File: src/rtl/tcm_pkg.sv
package tcm_pkg;

  typedef enum logic [1:0] {
    OP_NOP   = 2'b00,
    OP_READ  = 2'b01,
    OP_WRITE = 2'b10,
    OP_RSVD  = 2'b11
  } tcm_op_e;

  typedef enum logic [1:0] {
    ST_BOOT = 2'd0,
    ST_IDLE = 2'd1,
    ST_PROG = 2'd2
  } tcm_state_e;

  // Physical block index: page 1 address 0 aliases page 0 block 0,
  // page 1 addresses 1.. follow the page 0 blocks.
  function automatic int unsigned tcm_index(input logic page,
                                            input int unsigned addr,
                                            input int unsigned p0_blocks);
    if (page && addr != 0) return p0_blocks + addr - 1;
    return addr;
  endfunction

  function automatic logic tcm_addr_ok(input logic page,
                                       input int unsigned addr,
                                       input int unsigned p0_blocks,
                                       input int unsigned p1_blocks);
    if (page) return addr < p1_blocks;
    return addr < p0_blocks;
  endfunction

endpackage

File: src/rtl/tcm_store.sv
module tcm_store #(
  parameter int unsigned DATA_W     = 32,
  parameter int unsigned NUM_BLOCKS = 11,
  parameter int unsigned IDX_W      = 4,
  parameter int unsigned MODE_IDX   = 0,
  parameter int unsigned OPT_IDX    = 10,
  parameter logic [DATA_W-1:0] MODE_INIT = '0,
  parameter logic [DATA_W-1:0] OPT_INIT  = '0
) (
  input  logic              clk,
  input  logic              rst_n,
  input  logic              we,
  input  logic [IDX_W-1:0]  widx,
  input  logic [DATA_W-1:0] wdata,
  input  logic              wlock,
  input  logic [IDX_W-1:0]  ridx,
  output logic [DATA_W-1:0] rdata,
  output logic              rlock,
  output logic [DATA_W-1:0] mode_tap,
  output logic [DATA_W-1:0] opt_tap
);

  logic [DATA_W-1:0] data_w [NUM_BLOCKS];
  logic [NUM_BLOCKS-1:0] lock_w;

  for (genvar g = 0; g < NUM_BLOCKS; g++) begin : g_blk
    localparam logic [DATA_W-1:0] INIT =
      (g == MODE_IDX) ? MODE_INIT : ((g == OPT_IDX) ? OPT_INIT : '0);
    logic [DATA_W-1:0] d_q;
    logic              l_q;
    logic              hit;

    assign hit = we && (widx == IDX_W'(g));

    always_ff @(posedge clk or negedge rst_n) begin
      if (!rst_n) begin
        d_q <= INIT;
        l_q <= 1'b0;
      end else if (hit) begin
        d_q <= wdata;
        l_q <= wlock;
      end
    end

    assign data_w[g] = d_q;
    assign lock_w[g] = l_q;

    // a lock bit, once set, never clears
    a_r7_lock_sticky: assert property (@(posedge clk) disable iff (!rst_n)
      l_q |=> l_q);
    // locked data never changes
    a_r7_locked_frozen: assert property (@(posedge clk) disable iff (!rst_n)
      l_q |=> $stable(d_q));
  end

  always_comb begin
    rdata = '0;
    rlock = 1'b0;
    if (int'(ridx) < NUM_BLOCKS) begin
      rdata = data_w[ridx];
      rlock = lock_w[ridx];
    end
  end

  assign mode_tap = data_w[MODE_IDX];
  assign opt_tap  = data_w[OPT_IDX];

endmodule

File: src/rtl/tcm_seq.sv
module tcm_seq
  import tcm_pkg::*;
#(
  parameter int unsigned DATA_W      = 32,
  parameter int unsigned ADDR_W      = 3,
  parameter int unsigned IDX_W       = 4,
  parameter int unsigned P0_BLOCKS   = 8,
  parameter int unsigned P1_BLOCKS   = 4,
  parameter int unsigned PROG_CYCLES = 64
) (
  input  logic              clk,
  input  logic              rst_n,
  input  logic              cmd_valid,
  input  logic [1:0]        cmd_op,
  input  logic              cmd_page,
  input  logic [ADDR_W-1:0] cmd_addr,
  input  logic [DATA_W-1:0] cmd_data,
  input  logic              cmd_lock,
  input  logic              tgt_lock,
  output logic [IDX_W-1:0]  tgt_idx,
  output logic              boot_load,
  output logic              rd_fire,
  output logic              bad_fire,
  output logic              commit,
  output logic              busy,
  output logic [IDX_W-1:0]  w_idx,
  output logic [DATA_W-1:0] w_data,
  output logic              w_lock
);

  localparam int unsigned CNT_W = $clog2(PROG_CYCLES) + 1;
  localparam logic [CNT_W-1:0] CNT_LOAD = CNT_W'(PROG_CYCLES - 1);

  tcm_state_e     state_q;
  logic [CNT_W-1:0] cnt_q;
  logic           accept;
  logic           in_range;
  logic           wr_fire;

  assign accept   = cmd_valid && (state_q == ST_IDLE);
  assign in_range = tcm_addr_ok(cmd_page, int'(cmd_addr), P0_BLOCKS, P1_BLOCKS);
  assign tgt_idx  = IDX_W'(tcm_index(cmd_page, int'(cmd_addr), P0_BLOCKS));

  assign rd_fire  = accept && in_range && (tcm_op_e'(cmd_op) == OP_READ);
  assign wr_fire  = accept && in_range && (tcm_op_e'(cmd_op) == OP_WRITE) && !tgt_lock;
  assign bad_fire = accept && !rd_fire && !wr_fire;

  assign boot_load = (state_q == ST_BOOT);
  assign commit    = (state_q == ST_PROG) && (cnt_q == '0);
  assign busy      = (state_q != ST_IDLE);

  always_ff @(posedge clk or negedge rst_n) begin
    if (!rst_n) begin
      state_q <= ST_BOOT;
      cnt_q   <= '0;
      w_idx   <= '0;
      w_data  <= '0;
      w_lock  <= 1'b0;
    end else begin
      unique case (state_q)
        ST_BOOT: state_q <= ST_IDLE;
        ST_IDLE: begin
          if (wr_fire) begin
            state_q <= ST_PROG;
            cnt_q   <= CNT_LOAD;
            w_idx   <= tgt_idx;
            w_data  <= cmd_data;
            w_lock  <= cmd_lock;
          end
        end
        ST_PROG: begin
          if (cnt_q == '0) state_q <= ST_IDLE;
          else             cnt_q   <= cnt_q - 1'b1;
        end
        default: state_q <= ST_IDLE;
      endcase
    end
  end

  // the commit edge ends the busy period
  a_r5_commit_ends_busy: assert property (@(posedge clk) disable iff (!rst_n)
    commit |=> !busy);
  // a refused command never starts programming
  a_r8_refusal_no_busy: assert property (@(posedge clk) disable iff (!rst_n)
    bad_fire |=> !busy);
  // nothing is accepted while busy
  a_r6_busy_no_accept: assert property (@(posedge clk) disable iff (!rst_n)
    busy |-> !(rd_fire || bad_fire));

endmodule

File: src/rtl/tcm_cfg.sv
module tcm_cfg #(
  parameter int unsigned DATA_W   = 32,
  parameter int unsigned IDX_W    = 4,
  parameter int unsigned MODE_IDX = 0,
  parameter int unsigned OPT_IDX  = 10
) (
  input  logic              clk,
  input  logic              rst_n,
  input  logic              boot_load,
  input  logic              rd_fire,
  input  logic              commit,
  input  logic [IDX_W-1:0]  w_idx,
  input  logic [DATA_W-1:0] w_data,
  input  logic [DATA_W-1:0] mode_tap,
  input  logic [DATA_W-1:0] opt_tap,
  output logic [DATA_W-1:0] mode_q,
  output logic [DATA_W-1:0] opt_q
);

  logic hit_mode;
  logic hit_opt;

  assign hit_mode = commit && (w_idx == IDX_W'(MODE_IDX));
  assign hit_opt  = commit && (w_idx == IDX_W'(OPT_IDX));

  always_ff @(posedge clk or negedge rst_n) begin
    if (!rst_n) begin
      mode_q <= '0;
      opt_q  <= '0;
    end else if (boot_load || rd_fire) begin
      mode_q <= mode_tap;
      opt_q  <= opt_tap;
    end else begin
      if (hit_mode) mode_q <= w_data;
      if (hit_opt)  opt_q  <= w_data;
    end
  end

  // a completed write to the mode block lands in the mode register
  a_r9_mode_follows: assert property (@(posedge clk) disable iff (!rst_n)
    hit_mode |=> (mode_q == $past(w_data)));
  // a completed write to the option block lands in the option register
  a_r9_opt_follows: assert property (@(posedge clk) disable iff (!rst_n)
    hit_opt |=> (opt_q == $past(w_data)));

endmodule

File: src/rtl/tcm_ctrl.sv
module tcm_ctrl
  import tcm_pkg::*;
#(
  parameter int unsigned DATA_W      = 32,
  parameter int unsigned ADDR_W      = 3,
  parameter int unsigned P0_BLOCKS   = 8,
  parameter int unsigned P1_BLOCKS   = 4,
  parameter int unsigned PROG_CYCLES = 64,
  parameter logic [DATA_W-1:0] MODE_INIT = 32'h0008_8040,
  parameter logic [DATA_W-1:0] OPT_INIT  = 32'h0000_0C01
) (
  input  logic              clk,
  input  logic              rst_n,
  input  logic              cmd_valid,
  input  logic [1:0]        cmd_op,
  input  logic              cmd_page,
  input  logic [ADDR_W-1:0] cmd_addr,
  input  logic [DATA_W-1:0] cmd_data,
  input  logic              cmd_lock,
  output logic [DATA_W-1:0] rd_data,
  output logic              rd_lock,
  output logic              rd_valid,
  output logic              busy,
  output logic              err,
  output logic [DATA_W-1:0] mode_reg,
  output logic [DATA_W-1:0] opt_reg
);

  localparam int unsigned NUM_BLOCKS = P0_BLOCKS + P1_BLOCKS - 1;
  localparam int unsigned IDX_W      = $clog2(NUM_BLOCKS);
  localparam int unsigned MODE_IDX   = 0;
  localparam int unsigned OPT_IDX    = tcm_index(1'b1, 3, P0_BLOCKS);

  logic [IDX_W-1:0]  tgt_idx;
  logic              tgt_lock;
  logic [DATA_W-1:0] tgt_data;
  logic              boot_load;
  logic              rd_fire;
  logic              bad_fire;
  logic              commit;
  logic [IDX_W-1:0]  w_idx;
  logic [DATA_W-1:0] w_data;
  logic              w_lock;
  logic [DATA_W-1:0] mode_tap;
  logic [DATA_W-1:0] opt_tap;

  tcm_seq #(
    .DATA_W(DATA_W), .ADDR_W(ADDR_W), .IDX_W(IDX_W),
    .P0_BLOCKS(P0_BLOCKS), .P1_BLOCKS(P1_BLOCKS), .PROG_CYCLES(PROG_CYCLES)
  ) u_seq (
    .clk(clk), .rst_n(rst_n),
    .cmd_valid(cmd_valid), .cmd_op(cmd_op), .cmd_page(cmd_page),
    .cmd_addr(cmd_addr), .cmd_data(cmd_data), .cmd_lock(cmd_lock),
    .tgt_lock(tgt_lock), .tgt_idx(tgt_idx),
    .boot_load(boot_load), .rd_fire(rd_fire), .bad_fire(bad_fire),
    .commit(commit), .busy(busy),
    .w_idx(w_idx), .w_data(w_data), .w_lock(w_lock)
  );

  tcm_store #(
    .DATA_W(DATA_W), .NUM_BLOCKS(NUM_BLOCKS), .IDX_W(IDX_W),
    .MODE_IDX(MODE_IDX), .OPT_IDX(OPT_IDX),
    .MODE_INIT(MODE_INIT), .OPT_INIT(OPT_INIT)
  ) u_store (
    .clk(clk), .rst_n(rst_n),
    .we(commit), .widx(w_idx), .wdata(w_data), .wlock(w_lock),
    .ridx(tgt_idx), .rdata(tgt_data), .rlock(tgt_lock),
    .mode_tap(mode_tap), .opt_tap(opt_tap)
  );

  tcm_cfg #(
    .DATA_W(DATA_W), .IDX_W(IDX_W), .MODE_IDX(MODE_IDX), .OPT_IDX(OPT_IDX)
  ) u_cfg (
    .clk(clk), .rst_n(rst_n),
    .boot_load(boot_load), .rd_fire(rd_fire), .commit(commit),
    .w_idx(w_idx), .w_data(w_data),
    .mode_tap(mode_tap), .opt_tap(opt_tap),
    .mode_q(mode_reg), .opt_q(opt_reg)
  );

  always_ff @(posedge clk or negedge rst_n) begin
    if (!rst_n) begin
      rd_valid <= 1'b0;
      rd_data  <= '0;
      rd_lock  <= 1'b0;
      err      <= 1'b0;
    end else begin
      rd_valid <= rd_fire;
      err      <= bad_fire;
      if (rd_fire) begin
        rd_data <= tgt_data;
        rd_lock <= tgt_lock;
      end
    end
  end

  // a read result and a refusal never coincide
  a_r10_exclusive: assert property (@(posedge clk) disable iff (!rst_n)
    !(rd_valid && err));
  // a read result comes with refreshed configuration registers
  a_r4_refresh: assert property (@(posedge clk) disable iff (!rst_n)
    rd_valid |-> (mode_reg == mode_tap && opt_reg == opt_tap));
  // a busy cycle is never followed by a response
  a_r6_quiet_after_busy: assert property (@(posedge clk) disable iff (!rst_n)
    busy |=> !(rd_valid || err));

endmodule

File: config.mk
export PLATFORM = sky130hd
export DESIGN_NAME = tcm_ctrl
export DESIGN_NICKNAME = d
export VERILOG_FILES = /design/src/rtl/tcm_pkg.sv /design/src/rtl/tcm_store.sv /design/src/rtl/tcm_seq.sv /design/src/rtl/tcm_cfg.sv /design/src/rtl/tcm_ctrl.sv
export SDC_FILE = /design/constraint.sdc
export NUM_CORES = 1
export LEC_CHECK = 0
export BUFFER_PORTS_ARGS = -buffer_cell sky130_fd_sc_hd__buf_2
export CELL_PAD_IN_SITES_DETAIL_PLACEMENT = 0
export CELL_PAD_IN_SITES_GLOBAL_PLACEMENT = 1
export CORE_ASPECT_RATIO = 0.7
export CORE_MARGIN = 4
export CORE_UTILIZATION = 29
export DETAILED_ROUTE_END_ITERATION = 16
export MAX_ROUTING_LAYER = met4
export PLACE_DENSITY_LB_ADDON = 0.15
export SLEW_MARGIN = 20
export SYNTH_ARGS = -nofsm -noshare
export SYNTH_HDL_FRONTEND = slang
export SYNTH_SLANG_ARGS = --single-unit
File: constraint.sdc
create_clock -name clk -period 3.67 [get_ports clk]
set_input_delay 0.734 -clock clk [delete_from_list [all_inputs] [get_ports clk]]
set_output_delay 0.734 -clock clk [all_outputs]
set_load 0.01 [all_outputs]
## Word-level counts from Yosys, hierarchy flattened

Index checks and enable logic that the tools add are counted.

| word-level totals | value |
|---|---|
| register bits | 508 |
| bits of input ports | 42 |
| output and inout port bits | 100 |
| logic and storage cells | 116 |

| operators by class | value |
|---|---|
| add/subtract/negate cells | 3 |
| magnitude comparators | 4 |
| equality and inequality tests | 18 |
| mux-type cells | 23 |
| bitwise operators | 1 |
| reduce and logical (&&, ||, !) cells | 34 |

Operators with widths:

| cell | count |
|---|---|
| $mux W32 | 7 |
| $bmux W32 S4 | 1 |
| $logic_and A1 B1 Y1 | 20 |
| $eq A4 B3 Y1 const B | 4 |
| $mux W7 | 2 |
| $pmux W7 S2 | 1 |
| $eq A4 B4 Y1 const B | 3 |
| $eq A4 B2 Y1 const B | 2 |
| $mux W4 | 2 |
| $logic_not A7 Y1 | 1 |
| $sub A7 B1 Y7 const B | 1 |
| $mux W1 | 6 |
| $reduce_bool A2 Y1 | 3 |
| $ge A5 B5 Y1 const B | 1 |
| $lt A4 B5 Y1 const B | 1 |
| $not A4 Y5 | 1 |
| $add A4 B3 Y4 const A | 1 |
| $bmux W1 S4 | 1 |
| $eq A2 B1 Y1 const B | 2 |
| $eq A2 B2 Y1 const B | 2 |
| $eq A4 B1 Y1 const B | 1 |
| $logic_not A4 Y1 | 1 |
| $lt A4 B4 Y1 const B | 1 |
| $mux W2 | 2 |
| other kinds (11) | 16 |

## Logic depth before layout (Yosys ltp)

| logic depth | value |
|---|---|
| depth in word-level cells | 11 |
| mapped depth | 14 |
| depth with buffers taken out | 9 |

## Modules after synthesis

From an unflattened synthesis, not the netlist that was laid out.

| unflattened totals | value |
|---|---|
| cell total of the unflattened synthesis | 1711 |
| area, all modules | 23443.7 µm² |

By module, submodules not included:

| module | times used | cells each | area each (µm²) | seq. area each (µm²) |
|---|---|---|---|---|
| tcm_store | 1 | 1127 | 16883.7 | 9091.2 |
| tcm_cfg | 1 | 368 | 3146.8 | 1601.5 |
| tcm_seq | 1 | 144 | 1981.9 | 1151.1 |
| tcm_ctrl | 1 | 72 | 1431.4 | 875.8 |

## Worst setup path before layout

No wires, ideal clock.

| timing path | value |
|---|---|
| path kind | in2reg |
| start | input port cmd_addr[0] |
| end | register u_seq.w_data[12] |
| library setup time | 125 ps |
| arrival time | 3039 ps |
| required time | 3545 ps |
| path slack | 507 ps |
| stages on the path | 12 |
| path buffers | 4 |
| cells stage by stage | buf_2 inv_1 ha_1 nor2b_1 clkbuf_1 nor3_1 nor2_1 a311oi_1 a21oi_1 buf_4 buf_6 mux2_2 |

| on the way | value |
|---|---|
| word-level cells in the longest chain between the ends | 10 |
| elaborated cells on any way between the ends | 19 |
| classes of those cells | add/sub (2); order compare (2); mux (8); reduce/logical (7) |

RTL lines:

| item | RTL line | RTL |
|---|---|---|
| from (decl) | tcm_ctrl.sv:17 | `input logic [ADDR_W-1:0] cmd_addr,` |
| $add A4 B3 Y4 or $reduce_bool A3 Y1 (tied branches) | tcm_pkg.sv:21 | `if (page && addr != 0) return p0_blocks + addr - 1;` |
| $sub A4 B1 Y4 or $logic_and A1 B1 Y1 (tied branches) | tcm_pkg.sv:21 |  |
| $mux W4 or $mux W1 (tied branches) | tcm_pkg.sv:21 |  |
| $mux W4 | tcm_pkg.sv:22 | `return addr;` |
| $bmux W1 S4 | tcm_store.sv:61 | `rlock = lock_w[ridx];` |
| $mux W1 (not written as such) | tcm_store.sv:61 |  |
| $mux W1 | tcm_store.sv:59 | `if (int'(ridx) < NUM_BLOCKS) begin` |
| $logic_not A1 Y1 | tcm_seq.sv:45 | `assign wr_fire = accept && in_range && (tcm_op_e'(cmd_op) == OP_WRITE) && !tgt_lock;` |
| $logic_and A1 B1 Y1 * | tcm_seq.sv:45 |  |
| $reduce_and A2 Y1 (no line) * | -- |  |
| to (signal assigned) | tcm_seq.sv:67 | `w_data <= cmd_data;` |
| to (decl) | tcm_seq.sv:27 | `output logic [DATA_W-1:0] w_data,` |

Every way passes the cells marked *; elsewhere a longest branch is shown, timed or not. The select of a mux whose other input is x is not followed.
A chain may end at the register's enable or synchronous reset.

## Final worst setup path

| timing path | value |
|---|---|
| start | register u_seq.cnt_q[0] |
| end | register u_cfg.mode_q[11] |

| on the way | value |
|---|---|
| word-level cells in the longest chain between the ends | 4 |

RTL lines:

| item | RTL line | RTL |
|---|---|---|
| from (decl) | tcm_seq.sv:35 | `logic [CNT_W-1:0] cnt_q;` |
| from (signal assigned) | tcm_seq.sv:73 | `else cnt_q <= cnt_q - 1'b1;` |
| $logic_not A7 Y1 | tcm_seq.sv:49 | `assign commit = (state_q == ST_PROG) && (cnt_q == '0);` |
| $logic_and A1 B1 Y1 | tcm_seq.sv:49 |  |
| $logic_and A1 B1 Y1 | tcm_cfg.sv:23 | `assign hit_mode = commit && (w_idx == IDX_W'(MODE_IDX));` |
| $reduce_bool A2 Y1 (no line) | -- |  |
| to (signal assigned) | tcm_cfg.sv:31 | `mode_q <= mode_tap;` |
| to (signal assigned) | tcm_cfg.sv:34 | `if (hit_mode) mode_q <= w_data;` |
| to (decl) | tcm_cfg.sv:16 | `output logic [DATA_W-1:0] mode_q,` |

Every way passes these cells.

==> flow_summary.ini <==
[status]
outcome = completed

[drt]
wl_met2_mm = 29.85
totalWireLength_mm = 68.72
routed-wl-met3_mm = 2.171
detail_route.wl_per_cell_um = 22.93
top_layer_used = met4
vias = 14767
drtPass1Iterations = 4
drt_iter0_markers = 827
vias_per_cell = 4.927
antenna_left = 0
drc_errors = 0
wl_met1_mm = 35.56

[worst_setup_path]
worst_setup_path_end_kind = register
r2r_start = u_seq.cnt_q[0]
crit_fanout = 31
start_kind = register
worstSetupPathType = reg2reg
rr_endpoint = u_cfg.mode_q[11]
r2r_setup_slack_ns = 0.41
critical_path_required_ns = 4.13
cp.arrival_ns = 3.72
reg2reg_depth = 10

[run]
drv_cap = 0

[grt]
grt_pass1_wl_mm = 104.7
grt_start_max_net_pins = 81
track_usage = 0.1745
globalRouteOverflowTotal = 0
grt_pass1_vias = 15384
antenna_found_initial = 3

[placed_design]
place_hpwl_mm = 43.00
post-place-cells = 2895
place_ws_ns = 0.03828
place_congestion = 0.7423
numPortBuffers = 141

[pwr]
p_int_mw = 10.00
comb_power_share = 0.100
power_frac_clock = 0.423
power.switching_mw = 3.842
vdd_drop_max_mv = 0.3183
switching_share = 0.2775
p_total_mw = 13.84
leakage_nw = 12.80
powerDensity_mw_per_mm2 = 524.5
seq_power_share = 0.477

[sta]
worst_pin_slew_ns = 0.9705
fmax_ghz = 0.3069
min_period_over_period = 0.8880
min_period_ns = 3.259
setup_ws_ns = 0.4112
finalHoldViolations = 0
slew_headroom = 0.3515
rsz0062_at_grt = no
clock-skew-final_ns = 0.02053
setup_tns_ns = 0
drv_slew = 0
setup_viol = 0

[cts]
cts_setup_buffers = 0
cts_hold_buffers = 0
cts_root_buffer = clkbuf_16
cts_tree = yes
cts.path.max_buffers = 3
cts_resized = 0
clock_latency_ns = 0.62
clock_sinks = 508
cts_buffers = 56
cts.clk_slew.worst_paths_ns = 0.07
htreeDepth = 2

[synth]
synth_area_per_cell_um2 = 12.43
synth-edff-count = 0
ys_types = 57
syn-cell-area_mm2 = 0.02239
synth.top_cell.area_share = 0.5611
yosys-top-cells-area = dfrtp_1, mux2_2, mux4_2
ys_seq_area_frac = 0.5681
syn_inst = 1801
async_reset_ff_frac = 1.000
synth_seq_cells = 508
synth_nets = 1846
yosysTopAreaCell = dfrtp_1
yosys_most_used_dff = dfrtp_1
ys_warn_count = 0

[floorplanning]
die_area_mm2 = 0.08178
initial_core_util = 0.2955
core_area_mm2 = 0.07578
rows = 84
fp.dieW_um = 340.1
chipHeight_um = 240.5
pin_count = 142

[final_layout]
final_cells = 2997
antennaDiodeCount = 0
final_common_cell = dfrtp_1
layout.nets = 1966
layout-drive-gt1-share = 0.3659
final_cell_mix = dfrtp_1, nand2_1, mux2_2, buf_2, nor2_1
synthToLayoutAreaGrowth_pct = 17.90

[hold_path]
hp-class = in2async
[routing by layer]
layer / vias to the layer above / global-route usage
li1: 6611 / -
met1: 7861 / 0.2592
met2: 220 / 0.2536
met3: 75 / 0.02488
met4: 0 / 0.03667
met5: - / -
[power by group through the flow]
stage | clock network (mW) | registers (mW) | logic [mW]
5_1_grt | 6.32 | 6.69 | 1.54
3_5_place_dp | 0 | 6.72 | 1.42
6_report | 5.85 | 6.61 | 1.39
4_1_cts | 6.06 | 6.62 | 1.43
2_1_floorplan | 0 | 6.36 | 0.904
3_3_place_gp | 0 | 6.71 | 1.42
[critical path, cell delays in order (launching register included)]
cell	delay, ns
dfrtp_1	0.38
inv_1	0.09
ha_1	0.20
or3b_4	0.41
nor4_4	0.41
nand2_2	0.11
or3_1	0.48
nand2b_4	0.46
buf_4	0.37
nand2_1	0.10
a31oi_1	0.08
[cell type report]
cell class / count / area, um2
fillers: 7467 / 49380
clock buffers: 90 / 1712
well taps: 1032 / 1291
flip-flops and latches: 508 / 12720
repair buffers: 209 / 1451
multi-input cells: 1138 / 9012
inverters: 8 / 30.03
clock inverters: 12 / 180.2
[synth_stat cells (3+ instances only)]
library cell  count
a21oi_1          69
buf_1            14
a211oi_1          3
or3_1             3
mux2i_1          32
dfstp_2           6
o211ai_1          5
buf_4             5
dfrtp_1         502
buf_6            11
inv_1             7
nor2_1           74
a31oi_1          63
nand2b_1         12
nand3b_1          3
mux4_2           64
o2111a_1          3
nor3_1            4
nand3_1           6
clkbuf_1         56
ha_1              3
mux2_2          332
nor2b_1           4
o221ai_1         32
nand2_1         384
buf_2            61
o21ai_0           8
[stage by stage]
stage | instance area (um2) | util | hold slack (ns)
2_1_floorplan | 22390 | - | 0.4384
3_3_place_gp | 24500 | 0.3234 | 0.4549
3_5_place_dp | 24500 | 0.3234 | 0.4661
4_1_cts | 26400 | 0.3483 | 0.1527
5_1_grt | 26400 | 0.3483 | 0.1749
6_report | 26400 | 0.3483 | 0.1500
[flip-flops by register name, indices dropped and copies added (netlist names)]
register / count
u_store.opt_tap: 32
rd_lock: 1
u_cfg.opt_q: 32
u_seq.state_q: 2
rd_valid: 1
rd_data: 32
err: 1
u_seq.w_data: 32
u_store.g_blk.l_q: 11
u_store.mode_tap: 32
u_seq.w_lock: 1
u_seq.cnt_q: 7
u_store.g_blk.d_q: 288
u_cfg.mode_q: 32
u_seq.w_idx: 4
[cell families after synthesis]
family	Yosys count	share of synthesized area
fa+ha+maj	3	0.001677
compound gates	201	0.05829
xor+xnor	1	0.0003913
buf+inv	155	0.03392
flops	508	0.5681
mux	428	0.2457
simple gates	505	0.09193
[how the worst max path moves through the flow]
stage,start,endpoint,slack [ns]
finish,u_seq.cnt_q[0],u_cfg.mode_q[11],0.41
detailed placement,cmd_addr[0],rd_data[13],0.04
global route,u_seq.cnt_q[0],u_cfg.mode_q[14],0.23
global placement,cmd_addr[0],rd_data[3],0.06
CTS,u_seq.cnt_q[0],u_cfg.mode_q[8],0.38
floorplan,cmd_addr[0],u_seq.w_data[12],0.51
No activity file was read; power rests on OpenSTA's default activity.
